## config.mk

```make
export PLATFORM = sky130hd
export DESIGN_NAME = serial_conv_port
export DESIGN_NICKNAME = d
export VERILOG_FILES = /design/src/rtl/serial_port_pkg.sv /design/src/rtl/edge_sync.sv /design/src/rtl/conv_timer.sv /design/src/rtl/shift_out.sv /design/src/rtl/serial_conv_port.sv
export SDC_FILE = /design/constraint.sdc
export NUM_CORES = 1
export LEC_CHECK = 0
export ABC_CLOCK_PERIOD_IN_PS = 3850
export CAP_MARGIN = 40
export CORE_ASPECT_RATIO = 1.2
export CORE_MARGIN = 3
export CORE_UTILIZATION = 30
export CTS_CLUSTER_SIZE = 24
export DETAILED_ROUTE_END_ITERATION = 8
export PLACE_DENSITY = 0.54
export SETUP_SLACK_MARGIN = 0.4
export SYNTH_ARGS = -nofsm -noshare
export SYNTH_HDL_FRONTEND = slang
export SYNTH_SLANG_ARGS = --single-unit
```

## constraint.sdc

```tcl
create_clock -name clk -period 3.85 [get_ports clk]
set_clock_uncertainty 0.15 [all_clocks]
set_input_delay 0.77 -clock clk [delete_from_list [all_inputs] [get_ports clk]]
set_output_delay 0.77 -clock clk [all_outputs]
set_load 0.03 [all_outputs]
```

## src/rtl/serial_port_pkg.sv

```systemverilog
package serial_port_pkg;
   // one-cycle edge pulses produced in the system-clock domain
   typedef struct packed {
      logic rise;
      logic fall;
   } edge_t;
endpackage

```

## src/rtl/edge_sync.sv

```systemverilog
module edge_sync
   import serial_port_pkg::*;
#(
   parameter int STAGES = 2
) (
   input  logic  clk,
   input  logic  rst_n,
   input  logic  din,
   output edge_t ev
);
   logic [STAGES-1:0] chain;
   logic              prev;

   generate
      if (STAGES < 2) begin : g_bad
         $error("edge_sync: STAGES must be at least 2");
      end
   endgenerate

   always_ff @(posedge clk or negedge rst_n) begin
      if (!rst_n) begin
         chain <= '0;
         prev  <= 1'b0;
      end else begin
         chain <= {chain[STAGES-2:0], din};
         prev  <= chain[STAGES-1];
      end
   end

   assign ev.rise = chain[STAGES-1] & ~prev;
   assign ev.fall = ~chain[STAGES-1] & prev;
endmodule

```

## src/rtl/conv_timer.sv

```systemverilog
module conv_timer #(
   parameter int CONV_CYCLES = 40
) (
   input  logic clk,
   input  logic rst_n,
   input  logic start,
   output logic busy,
   output logic done
);
   localparam int CW = (CONV_CYCLES > 1) ? $clog2(CONV_CYCLES) : 1;
   localparam logic [CW-1:0] LOAD = CW'(CONV_CYCLES - 1);

   logic [CW-1:0] cnt;

   generate
      if (CONV_CYCLES < 1) begin : g_bad
         $error("conv_timer: CONV_CYCLES must be at least 1");
      end
   endgenerate

   always_ff @(posedge clk or negedge rst_n) begin
      if (!rst_n) begin
         cnt  <= '0;
         busy <= 1'b0;
      end else if (start && !busy) begin
         cnt  <= LOAD;
         busy <= 1'b1;
      end else if (busy) begin
         if (cnt == '0) busy <= 1'b0;
         else           cnt  <= cnt - 1'b1;
      end
   end

   assign done = busy && (cnt == '0);


   start_idle_chk: assert property (@(posedge clk) disable iff (!rst_n)
      (start && !busy) |=> busy);
endmodule

```

## src/rtl/shift_out.sv

```systemverilog
module shift_out #(
   parameter int WIDTH = 18
) (
   input  logic             clk,
   input  logic             rst_n,
   input  logic             stop,
   input  logic             load,
   input  logic [WIDTH-1:0] word,
   input  logic             shift,
   output logic             sdo,
   output logic             oe
);
   localparam int NW = $clog2(WIDTH);
   localparam logic [NW-1:0] LAST = NW'(WIDTH - 1);

   logic [WIDTH-1:0] sreg;
   logic [NW-1:0]    nbit;

   generate
      if (WIDTH < 2) begin : g_bad
         $error("shift_out: WIDTH must be at least 2");
      end
   endgenerate

   always_ff @(posedge clk or negedge rst_n) begin
      if (!rst_n) begin
         sreg <= '0;
         nbit <= '0;
         oe   <= 1'b0;
      end else if (stop) begin
         oe <= 1'b0;
      end else if (load) begin
         sreg <= word;
         nbit <= '0;
         oe   <= 1'b1;
      end else if (shift && oe) begin
         sreg <= {sreg[WIDTH-2:0], 1'b0};
         if (nbit == LAST) oe <= 1'b0;
         else              nbit <= nbit + 1'b1;
      end
   end

   assign sdo = oe & sreg[WIDTH-1];


   sdo_hold_chk: assert property (@(posedge clk) disable iff (!rst_n)
      ($past(oe) && oe && !$past(shift) && !$past(load)) |-> $stable(sdo));
endmodule

```

## src/rtl/serial_conv_port.sv

```systemverilog
module serial_conv_port
   import serial_port_pkg::*;
#(
   parameter int DATA_W      = 18,
   parameter int CONV_CYCLES = 40,
   parameter int SYNC_STAGES = 2
) (
   input  logic              clk,
   input  logic              rst_n,
   input  logic              cnv_i,
   input  logic              sck_i,
   input  logic              cfg_i,
   input  logic [DATA_W-1:0] sample_i,
   output logic              sdo_o,
   output logic              sdo_oe_o,
   output logic              busy_o
);
   localparam int CKW = $clog2(CONV_CYCLES + 2);

   edge_t             cnv_ev, sck_ev;
   logic              start, done, load, ready;
   logic [DATA_W-1:0] result;

   generate
      if (DATA_W < 2)      begin : g_bad_w $error("DATA_W too small");      end
      if (CONV_CYCLES < 1) begin : g_bad_c $error("CONV_CYCLES too small"); end
   endgenerate

   edge_sync #(.STAGES(SYNC_STAGES)) u_cnv (
      .clk(clk), .rst_n(rst_n), .din(cnv_i), .ev(cnv_ev));
   edge_sync #(.STAGES(SYNC_STAGES)) u_sck (
      .clk(clk), .rst_n(rst_n), .din(sck_i), .ev(sck_ev));

   assign start = cnv_ev.rise & cfg_i;

   conv_timer #(.CONV_CYCLES(CONV_CYCLES)) u_timer (
      .clk(clk), .rst_n(rst_n), .start(start), .busy(busy_o), .done(done));

   assign load = cnv_ev.fall & ready & ~busy_o;

   always_ff @(posedge clk or negedge rst_n) begin
      if (!rst_n) begin
         result <= '0;
         ready  <= 1'b0;
      end else if (done) begin
         result <= sample_i;
         ready  <= 1'b1;
      end else if (load) begin
         ready  <= 1'b0;
      end
   end

   shift_out #(.WIDTH(DATA_W)) u_shift (
      .clk(clk), .rst_n(rst_n), .stop(cnv_ev.rise), .load(load),
      .word(result), .shift(sck_ev.fall), .sdo(sdo_o), .oe(sdo_oe_o));

   // checker-side run length of busy
   logic [CKW-1:0] busy_run;
   always_ff @(posedge clk or negedge rst_n) begin
      if (!rst_n)      busy_run <= '0;
      else if (busy_o) busy_run <= busy_run + 1'b1;
      else             busy_run <= '0;
   end


   busy_len_chk: assert property (@(posedge clk) disable iff (!rst_n)
      $fell(busy_o) |-> (busy_run == CKW'(CONV_CYCLES)));

   oe_idle_busy_chk: assert property (@(posedge clk) disable iff (!rst_n)
      busy_o |-> !sdo_oe_o);

   oe_rise_src_chk: assert property (@(posedge clk) disable iff (!rst_n)
      $rose(sdo_oe_o) |-> $past(cnv_ev.fall));

   rise_release_chk: assert property (@(posedge clk) disable iff (!rst_n)
      $past(cnv_ev.rise) |-> !sdo_oe_o);

   sck_rise_quiet_chk: assert property (@(posedge clk) disable iff (!rst_n)
      ($past(sck_ev.rise) && $past(sdo_oe_o) && sdo_oe_o) |-> $stable(sdo_o));
endmodule

```

==> results.cfg <==
[timing]
tightestPinTransition_ns = 0.805
min_period_ns = 2.50
finalHoldViolCount = 0
holdWs_ns = 0.153
rsz0062_at_grt = false
fin_setup_tns_ns = 0
setup_viol = 0
min_period_over_period = 0.650
max_freq_mhz = 400
maxSlewViolCount = 0
slew_headroom = 0.463

[placement]
place_congestion = 0.724
io_buffers = 25
post-dp-hpwl_mm = 3.02

[critical_path]
worstSetupPathType = reg2out
cpPeakStageDelay_ns = 0.74
startpoint_type = register
cp_data_arrival_time_ns = 1.58
crit_required_ns = 2.93
crit_fanout = 9
critPathCaptureType = primary output
path_cells = clkdlybuf4s50_1
slowest_stage = clkdlybuf4s50_1
worstPathBufferInverterCount = 1
critical-path-top-delay-family = buffers and inverters

[final_layout]
layout-drive-gt1-share = 0.148
fin_nets = 256
antenna-diode-count = 0
layout-area-overhead-vs-synth_pct = 18.2

[floorplan]
start_util = 0.312
rows = 35
dieHeight_um = 105
fp.dieW_um = 88.2
core_um2 = 7790
die_area_um2 = 9220
io-pin-count = 26

[global_routing]
grt_pass1_wl_mm = 7.94
gr-total-overflow = 0
grt_antenna_before_repair = 0
track_usage = 0.108
grt_max_degree = 35
grt_pass1_vias = 1612

[power]
powerDensity_nw_per_um2 = 656
p_leak_nw = 1.26
max-vdd-ir-drop_v = 0.000233

[detailed_routing]
drtPass1Iterations = 4
drtIter0Drc = 57
vias = 1582
wl_mm = 4.45
drtAntennaViolNets = 0
viasPerCell = 4.91
drc = 0
wire_per_inst_um = 13.8

[synth]
syn_inst = 203
yosys_warnings = 0
synth-seq-area-share = 0.577
syn_area_um2 = 2430
async_flop_share = 1.00
synth_edf_count = 0
synth_ff_type = dfrtp_1
syn_nets = 230
syn_avg_cell_area_um2 = 12.0
synth-seq-cells = 56
synth_cell_types = 41

[clock_network]
cts_root_buf = clkbuf_8
cts_buffers = 5
ctsHoldBuffers = 0
clkLatencyLatePin_ns = 0.31
cts-htree-levels = 2
post-cts-setup-buffers = 0
cts_tree = yes
clkTransAtPathRegs_ns = 0.10
cts_sinks = 56
cts_buffer_depth = 2
cts-resized-gates = 0

[min_path]
hold_path.class = in2async

[job]
drv_cap = 0

[outcome]
run_status = finished, final reports clean
[report_power, final]
group | total [W] | switching [W] | internal (W)
combinational | 0.000495 | 0.000209 | 0.000286
sequential | 0.00101 | 0.000182 | 0.000829
clock | 0.000378 | 0.000185 | 0.000193
total | 0.00188 | 0.000576 | 0.00131
[Yosys cell counts, drive strengths merged (2+ instances only)]
cell	n	share of area
a21oi	19	0.039
and2	3	0.0088
buf	4	0.017
clkbuf	5	0.0077
dfrtp	56	0.58
ha	4	0.021
inv	5	0.0077
mux2	18	0.097
mux2i	3	0.012
nand2	11	0.020
nand2b	2	0.0051
nand3	2	0.0041
nand3b	2	0.0062
nand4bb	2	0.0093
nor2	24	0.037
nor3	2	0.0041
nor4b	2	0.0072
o21ai	3	0.0062
o22ai	17	0.044
or3b	2	0.0072
xnor2	3	0.011
[state kept, by name (all words and copies together) (netlist names)]
| register | flops |
|---|---|
| result | 18 |
| u_shift.sreg | 18 |
| u_timer.cnt | 6 |
| u_shift.nbit | 5 |
| u_cnv.chain | 2 |
| u_sck.chain | 2 |
| ready | 1 |
| u_cnv.prev | 1 |
| u_sck.prev | 1 |
| u_shift.oe | 1 |
| u_timer.busy | 1 |
[cell type report]
type | count | area, um^2
Fill cell | 790 | 4920
Sequential cell | 56 | 1400
Multi-Input combinational cell | 133 | 950
Timing Repair Buffer | 28 | 280
Tap cell | 92 | 115
Clock buffer | 6 | 72.6
Clock inverter | 2 | 35.0
Inverter | 5 | 18.8
[path summary, 6_finish.rpt]
check,start,end,slack (ns),depth (start not counted)
max in group asynchronous,rst_n,u_shift.sreg[13]$_DFFE_PN0P_,2.67,3
worst min-delay path,rst_n,u_shift.nbit[1]$_DFFE_PN0P_,0.15,1
min in group clk,u_sck.chain[0]$_DFF_PN0_,u_sck.chain[1]$_DFF_PN0_,0.21,0
worst min register to register,u_sck.chain[0]$_DFF_PN0_,u_sck.chain[1]$_DFF_PN0_,0.21,0
worst max register to register,u_cnv.prev$_DFF_PN0_,u_timer.cnt[1]$_DFFE_PN0P_,1.71,4
worst max-delay path,u_timer.busy$_DFF_PN0_,busy_o,1.35,1
[cells by family after synthesis]
logic type               after synthesis  synth area share
XOR/XNOR                               3            0.0108
adder cells (fa/ha/maj)                4            0.0206
flip-flops                            56             0.577
buffers and inverters                 14            0.0324
AND/OR/NAND/NOR                       58             0.135
multiplexers                          21             0.110
AO/OA/AOI/OAI                         47             0.115
[layout by cell type (no fill, tap or decap), types with 2 or more instances in the layout]
master / count
dfrtp_1: 56
nor2_1: 24
clkdlybuf4s50_1: 24
a21oi_1: 19
o22ai_1: 17
nand2_1: 10
mux2_4: 9
mux2_2: 9
inv_1: 5
clkbuf_8: 5
ha_1: 4
o21ai_0: 3
mux2i_1: 3
xnor2_1: 3
nand3b_1: 2
nand2b_1: 2
and2_1: 2
nand3_1: 2
nand4bb_1: 2
nor3_1: 2
nor4b_1: 2
buf_4: 2
[metrics by stage]
stage | utilization | instance area [um^2] | power [W] | instances | setup slack, ns
floorplan | - | 2430 | 0.00137 | 203 | 2.05
global placement | 0.352 | 2750 | 0.00151 | 313 | 1.52
detailed placement | 0.355 | 2770 | 0.00153 | 314 | 1.52
CTS | 0.369 | 2870 | 0.00191 | 322 | 1.31
global route | 0.369 | 2870 | 0.00203 | 322 | 1.25
finish | 0.369 | 2870 | 0.00188 | 322 | 1.35
[layer usage]
layer / share of wire / global-route usage
met5: 0 / 0
met4: 0.017 / 0.0367
met3: 0.042 / 0.0331
met2: 0.45 / 0.157
met1: 0.49 / 0.152
Power figures use the tool's default switching activity.
